--- src/rtl/cfp_pkg.sv ---
package cfp_pkg;
  localparam int CH_W = 3;
  localparam int SC_W = 3;
  localparam int MT_W = 13;
  localparam int DW   = 32;
  localparam int AW   = CH_W + SC_W + MT_W;
  localparam int NSUB = 1 << SC_W;

  typedef struct packed {
    logic [CH_W-1:0] chan;
    logic [SC_W-1:0] subch;
    logic [MT_W-1:0] method;
    logic [DW-1:0]   data;
  } cmd_t;

  function automatic cmd_t split_addr(input logic [AW-1:0] a, input logic [DW-1:0] d);
    cmd_t c;
    c.chan   = a[AW-1 -: CH_W];
    c.subch  = a[MT_W +: SC_W];
    c.method = a[MT_W-1:0];
    c.data   = d;
    return c;
  endfunction
endpackage

--- src/rtl/cfp_sw_slot.sv ---
module cfp_sw_slot
  import cfp_pkg::*;
(
  input  logic clk,
  input  logic rst,
  input  logic in_en,
  input  cmd_t in_cmd,
  input  logic pop,
  output logic busy,
  output cmd_t head
);
  always_ff @(posedge clk) begin
    if (rst) begin
      busy <= 1'b0;
      head <= '0;
    end else if (pop) begin
      busy <= 1'b0;
    end else if (in_en && !busy) begin
      busy <= 1'b1;
      head <= in_cmd;
    end
  end
endmodule

--- src/rtl/cfp_bus_fifo.sv ---
module cfp_bus_fifo
  import cfp_pkg::*;
#(
  parameter int DEPTH = 32
) (
  input  logic clk,
  input  logic rst,
  input  logic push,
  input  cmd_t din,
  input  logic pop,
  output cmd_t dout,
  output logic full,
  output logic empty,
  output logic [$clog2(DEPTH+1)-1:0] count
);
  localparam int PW = (DEPTH > 1) ? $clog2(DEPTH) : 1;
  localparam int CW = $clog2(DEPTH+1);

  cmd_t mem [DEPTH];
  logic [PW-1:0] wr_ptr, rd_ptr;
  logic do_push, do_pop;

  assign full    = (count == CW'(DEPTH));
  assign empty   = (count == '0);
  assign do_push = push && !full;
  assign do_pop  = pop && !empty;
  assign dout    = mem[rd_ptr];

  always_ff @(posedge clk) begin
    if (do_push) mem[wr_ptr] <= din;
  end

  always_ff @(posedge clk) begin
    if (rst) begin
      wr_ptr <= '0;
      rd_ptr <= '0;
      count  <= '0;
    end else begin
      if (do_push) wr_ptr <= (wr_ptr == PW'(DEPTH-1)) ? '0 : wr_ptr + 1'b1;
      if (do_pop)  rd_ptr <= (rd_ptr == PW'(DEPTH-1)) ? '0 : rd_ptr + 1'b1;
      case ({do_push, do_pop})
        2'b10:   count <= count + 1'b1;
        2'b01:   count <= count - 1'b1;
        default: count <= count;
      endcase
    end
  end
endmodule

--- src/rtl/cfp_puller.sv ---
module cfp_puller
  import cfp_pkg::*;
#(
  parameter int RO_DEPTH     = 6,
  parameter int METHOD_LIMIT = 'h800
) (
  input  logic            clk,
  input  logic            rst,
  input  logic            sw_valid,
  input  cmd_t            sw_head,
  input  logic            fifo_empty,
  input  cmd_t            fifo_head,
  input  logic [NSUB-1:0] obj_bound,
  input  logic            ctx_ack,
  output logic            sw_pop,
  output logic            fifo_pop,
  output logic            out_valid,
  output logic            ro_valid,
  output cmd_t            out_cmd,
  output logic [1:0]      out_reason,
  output logic            ctx_req,
  output logic [CH_W-1:0] ctx_chan,
  output logic [CH_W-1:0] active_chan,
  output logic [$clog2(RO_DEPTH+1)-1:0] ro_count,
  output logic            ro_full
);
  localparam int RW = $clog2(RO_DEPTH+1);

  cmd_t       head;
  logic       have, chan_ok, take;
  logic [1:0] reason;

  always_comb begin
    head    = sw_valid ? sw_head : fifo_head;
    have    = sw_valid || !fifo_empty;
    chan_ok = (head.chan == active_chan);
    take    = have && chan_ok && !ctx_req;
    reason  = {(32'(head.method) >= 32'(METHOD_LIMIT)), !obj_bound[head.subch]};
  end

  assign sw_pop   = take && sw_valid;
  assign fifo_pop = take && !sw_valid;
  assign ro_full  = (ro_count == RW'(RO_DEPTH));

  always_ff @(posedge clk) begin
    if (rst) begin
      out_valid   <= 1'b0;
      ro_valid    <= 1'b0;
      out_cmd     <= '0;
      out_reason  <= '0;
      ctx_req     <= 1'b0;
      ctx_chan    <= '0;
      active_chan <= '0;
      ro_count    <= '0;
    end else begin
      out_valid <= 1'b0;
      ro_valid  <= 1'b0;
      if (take) begin
        out_cmd    <= head;
        out_reason <= reason;
        if (reason == 2'b00) begin
          out_valid <= 1'b1;
        end else begin
          ro_valid <= 1'b1;
          if (!ro_full) ro_count <= ro_count + 1'b1;
        end
      end
      if (ctx_req) begin
        if (ctx_ack) begin
          active_chan <= ctx_chan;
          ctx_req     <= 1'b0;
        end
      end else if (have && !chan_ok) begin
        ctx_req  <= 1'b1;
        ctx_chan <= head.chan;
      end
    end
  end
endmodule

--- src/rtl/cmd_fifo_puller.sv ---
module cmd_fifo_puller
  import cfp_pkg::*;
#(
  parameter int DEPTH        = 32,
  parameter int RO_DEPTH     = 6,
  parameter int METHOD_LIMIT = 'h800
) (
  input  logic            clk,
  input  logic            rst,
  input  logic            wr_en,
  input  logic [AW-1:0]   wr_addr,
  input  logic [DW-1:0]   wr_data,
  output logic            wr_wait,
  input  logic            sw_en,
  input  logic [AW-1:0]   sw_addr,
  input  logic [DW-1:0]   sw_data,
  output logic            sw_busy,
  input  logic [NSUB-1:0] obj_bound,
  input  logic            ctx_ack,
  output logic            ctx_req,
  output logic [CH_W-1:0] ctx_chan,
  output logic [CH_W-1:0] active_chan,
  output logic            out_valid,
  output logic            ro_valid,
  output logic [CH_W-1:0] out_chan,
  output logic [SC_W-1:0] out_subch,
  output logic [MT_W-1:0] out_method,
  output logic [DW-1:0]   out_data,
  output logic [1:0]      out_reason,
  output logic [$clog2(RO_DEPTH+1)-1:0] ro_count,
  output logic            ro_full
);
  cmd_t sw_head, fifo_head, out_cmd;
  logic sw_pop, fifo_pop, fifo_empty;
  logic [$clog2(DEPTH+1)-1:0] fifo_cnt;

  cfp_sw_slot u_slot (
    .clk(clk), .rst(rst), .in_en(sw_en), .in_cmd(split_addr(sw_addr, sw_data)),
    .pop(sw_pop), .busy(sw_busy), .head(sw_head)
  );

  cfp_bus_fifo #(.DEPTH(DEPTH)) u_fifo (
    .clk(clk), .rst(rst), .push(wr_en), .din(split_addr(wr_addr, wr_data)),
    .pop(fifo_pop), .dout(fifo_head), .full(wr_wait), .empty(fifo_empty),
    .count(fifo_cnt)
  );

  cfp_puller #(.RO_DEPTH(RO_DEPTH), .METHOD_LIMIT(METHOD_LIMIT)) u_pull (
    .clk(clk), .rst(rst), .sw_valid(sw_busy), .sw_head(sw_head),
    .fifo_empty(fifo_empty), .fifo_head(fifo_head), .obj_bound(obj_bound),
    .ctx_ack(ctx_ack), .sw_pop(sw_pop), .fifo_pop(fifo_pop),
    .out_valid(out_valid), .ro_valid(ro_valid), .out_cmd(out_cmd),
    .out_reason(out_reason), .ctx_req(ctx_req), .ctx_chan(ctx_chan),
    .active_chan(active_chan), .ro_count(ro_count), .ro_full(ro_full)
  );

  assign out_chan   = out_cmd.chan;
  assign out_subch  = out_cmd.subch;
  assign out_method = out_cmd.method;
  assign out_data   = out_cmd.data;
endmodule

--- config.mk ---
export PLATFORM = sky130hd
export DESIGN_NAME = cmd_fifo_puller
export DESIGN_NICKNAME = d
export VERILOG_FILES = /design/src/rtl/cfp_pkg.sv /design/src/rtl/cfp_sw_slot.sv /design/src/rtl/cfp_bus_fifo.sv /design/src/rtl/cfp_puller.sv /design/src/rtl/cmd_fifo_puller.sv
export SDC_FILE = /design/constraint.sdc
export NUM_CORES = 2
export LEC_CHECK = 0
export ABC_AREA = 1
export BUFFER_PORTS_ARGS = -buffer_cell sky130_fd_sc_hd__buf_2
export CAP_MARGIN = 20
export CORE_MARGIN = 4
export CORE_UTILIZATION = 30
export CTS_CLUSTER_SIZE = 40
export DETAILED_ROUTE_END_ITERATION = 16
export MAX_ROUTING_LAYER = met4
export PLACE_DENSITY_LB_ADDON = 0.08
export SETUP_SLACK_MARGIN = 0.05
export SYNTH_ARGS = -nofsm -noshare
export SYNTH_HDL_FRONTEND = slang
export SYNTH_SLANG_ARGS = --single-unit
--- constraint.sdc ---
create_clock -name clk -period 12.25 [get_ports clk]
set_input_delay 0.6125 -clock clk [delete_from_list [all_inputs] [get_ports clk]]
set_output_delay 0.6125 -clock clk [all_outputs]
set_load 0.05 [all_outputs]
==> results.cfg <==
[clock_tree]
numClockSinks = 1770
cts_tree = built
clock_tree.htree_level_count = 4
cts_root_buffer = sky130_fd_sc_hd__clkbuf_16
clk_latency_ns = 0.85
numCtsBuffers = 200
cts-resized-gates = 0
cts_setup_buffers = 0
cts.reportedPaths.clkPinSlew_ns = 0.06
cts.path.max_buffers = 3
cts_hold_repair.buffers = 50

[place]
placement.cell_area_sq_um = 73250
routabilityCongestion = 0.7591
placed_cells = 8255
port-buffer-count = 182
hpwl_after_detailed_placement_mm = 125.1

[cells_and_area]
area.growth.synth_to_final_pct = 15.75
final-instance-count-excl-fill = 8681
fillerInstances = 22605
utilization = 0.3486
final_layout_size_suffix_gt1_frac = 0.1089
multi_input_area_sq_um = 15740
finish.net_count = 5613
ff_latch_area_sq_um = 51790
post-route-cell-area_sq_um = 80140

[global_routing]
grt_start_max_net_pins = 214
track_usage = 0.2107
gr_ovfl_total = 0
number_of_global_route_vias_before_repair = 44299
antenna_found_initial = 20
global_route_wire_length_before_repair_mm = 350.1

[critical_path]
critPathLaunchType = flip-flop
worst-endpoint-required_ns = 12.97
crit_path_max_fanout = 165
path_class = reg -> reg
end_kind = flip-flop
crit_arrival_ns = 7.02
worst_path_largest_cell_delay_ns = 0.88
crit_top_cell = sky130_fd_sc_hd__nand2_1
cpMaxStageDelayCell = sky130_fd_sc_hd__dfxtp_4

[sta]
final.setup_skew_ns = 0.07968
timing.final.crit_period_ns = 6.297
hold_viol_final = 0
finalSetupViolCount = 0
final_min_period_over_clock_period = 0.5141
max_slew_margin_vs_limit = 0.2480
tns_ns = 0
timing_worst_slew_pin_value_ns = 1.128
finalMaxSlewViolations = 0
achievable-frequency_ghz = 0.1588
rsz0062_at_grt = no

[logic_synthesis]
synth_largest_area_cell = sky130_fd_sc_hd__edfxtp_1
synth_edf_count = 1632
synthesis_warning_total = 0
ys_dominant_reg_cell = sky130_fd_sc_hd__edfxtp_1
top_post_synthesis_cells_by_count = 1632 x sky130_fd_sc_hd__edfxtp_1, 919 x sky130_fd_sc_hd__nor2_1, 785 x sky130_fd_sc_hd__o21ai_0
number_of_storage_elements_in_the_synthesis_netlist = 1770
netlist_area_sq_um = 69240
ys_seq_area_frac = 0.7477
post-synth-top-count-cell = sky130_fd_sc_hd__edfxtp_1
synth-async-reset-ratio = 0
area_share_of_the_largest_cell_type_after_synthesis = 0.7078
synthDistinctLibCells = 39
syn_avg_cell_area_sq_um = 12.97
synthCells = 5340
yosys-top-cells-area = sky130_fd_sc_hd__edfxtp_1 71%, sky130_fd_sc_hd__o21ai_0 5.7%, sky130_fd_sc_hd__nor2_1 5.0%
synthesis.nets = 5470

[pwr]
leakage_power_uw = 0.02617
power_density_relative_to_cell_area_nw_per_um2 = 228.4
p_total_uw = 18300
max_rail_drop_vdd_v = 0.0001576

[routing]
detail_route.wirelength_mm = 249.7
detail_route.first_pass.iterations = 6
detail_route.vias_per_cell = 5.207
drc = 0
via_count = 45198
drt_iter0_drc = 3720
drtAntennaViolNets = 0
post_drt_wl_per_cell_um = 28.76

[floorplan]
fp.dieW_um = 488.4
start_util = 0.3012
design.core.area_sq_um = 229900
die_h_um = 488.4
floorplan.die_area_sq_um = 238500
row_count = 176
io-pin-count = 183

[worst_hold_path]
timing.hold.worst.class = in -> reg

[job]
max_cap_viol_count = 0

[outcome]
outcome = complete, no violations
[final cells by class]
| class | instances | area share |
|---|---|---|
| antenna | 9 | 0.0002810 |
| clock buffer | 259 | 0.06729 |
| clock inverter | 106 | 0.01162 |
| inverter | 42 | 0.002451 |
| multi-input combinational | 3132 | 0.1964 |
| sequential | 1770 | 0.6463 |
| tap | 3026 | 0.04724 |
| timing repair buffer | 337 | 0.02848 |
[cells in the final DEF, fill, tap and decap left out, types with 9 or more instances in the layout]
cell / netlist / final
sky130_fd_sc_hd__o221ai_1: 268 / 268
sky130_fd_sc_hd__buf_4: 24 / 99
sky130_fd_sc_hd__o211ai_1: 77 / 77
sky130_fd_sc_hd__o22ai_1: 98 / 98
sky130_fd_sc_hd__buf_2: 83 / 182
sky130_fd_sc_hd__o21ai_1: 39 / 39
sky130_fd_sc_hd__clkbuf_1: 257 / 48
sky130_fd_sc_hd__diode_2: 0 / 9
sky130_fd_sc_hd__edfxtp_1: 1632 / 1632
sky130_fd_sc_hd__nand2_1: 442 / 442
sky130_fd_sc_hd__a21oi_1: 64 / 64
sky130_fd_sc_hd__dfxtp_1: 138 / 132
sky130_fd_sc_hd__ha_1: 14 / 14
sky130_fd_sc_hd__inv_1: 36 / 33
sky130_fd_sc_hd__nor2_1: 919 / 890
sky130_fd_sc_hd__nor2_4: 0 / 29
sky130_fd_sc_hd__bufinv_16: 0 / 12
sky130_fd_sc_hd__nand3_1: 391 / 391
sky130_fd_sc_hd__o21ai_0: 785 / 785
sky130_fd_sc_hd__clkinv_2: 0 / 30
sky130_fd_sc_hd__dlygate4sd3_1: 0 / 50
sky130_fd_sc_hd__clkbuf_16: 0 / 205
sky130_fd_sc_hd__clkinv_1: 3 / 47
[final timing paths]
check / from / end / slack, ns / cells after the start
min: sw_addr[4] / u_slot.head[36] / 0.07 / 3
max: flip-flop / u_fifo.count[5] / 5.95 / 27
max reg2reg: flip-flop / u_fifo.count[5] / 5.95 / 27
min reg2reg: u_pull.out_cmd[34] / u_pull.out_cmd[34] / 0.46 / 2
[state kept, by name, summed over array words and instances, names as in the netlist, named ones only]
name / flops
u_fifo.count: 6
u_fifo.mem: 1632
u_fifo.rd_ptr: 5
u_fifo.wr_ptr: 5
u_pull.active_chan: 3
u_pull.ctx_chan: 3
u_pull.ctx_req: 1
u_pull.out_cmd: 51
u_pull.out_reason: 2
u_pull.out_valid: 1
u_pull.ro_count: 3
u_pull.ro_valid: 1
u_slot.busy: 1
u_slot.head: 51
[power breakdown]
group | switching, uW | internal [uW] | total, uW
combinational | 4120 | 1320 | 5450
sequential | 236 | 6770 | 7000
clock | 2500 | 3350 | 5850
total | 6860 | 11400 | 18300
[metal layers]
layer | vias to the layer above | share of wire | global-route usage
met5 | - | 0 | -
met4 | 0 | 0.025 | 0.05252
met3 | 354 | 0.045 | 0.02860
met2 | 1185 | 0.47 | 0.3331
met1 | 23397 | 0.46 | 0.2879
li1 | 20262 | - | -
[per-stage QoR]
step | worst slack, ns | hold WS, ns
2_1_floorplan | 6.884 | 0.4592
3_3_place_gp | 5.908 | 0.4506
3_5_place_dp | 6.070 | 0.4561
4_1_cts | 6.058 | 0.01275
5_1_grt | 5.400 | 0.04480
6_report | 5.953 | 0.07218
[worst max-delay path, delay by kind of cell (launching register included)]
kind | cells | cell delay, ns
DFF | 1 | 0.88
buffers and inverters | 5 | 1.64
AOI/OAI and AO/OA | 7 | 0.85
adders and majority gates | 2 | 0.72
and+or+nand+nor | 13 | 1.75
[cell families after synthesis]
logic type               count (synthesis)  share of synthesized area
XOR/XNOR                                 7                  0.0008855
adder cells (fa/ha/maj)                 15                   0.002819
flip-flops                            1770                     0.7477
AND/OR/NAND/NOR                       1772                     0.1039
buffers and inverters                  438                    0.02855
AO/OA/AOI/OAI                         1338                     0.1161
Power figures use the tool's default switching activity.
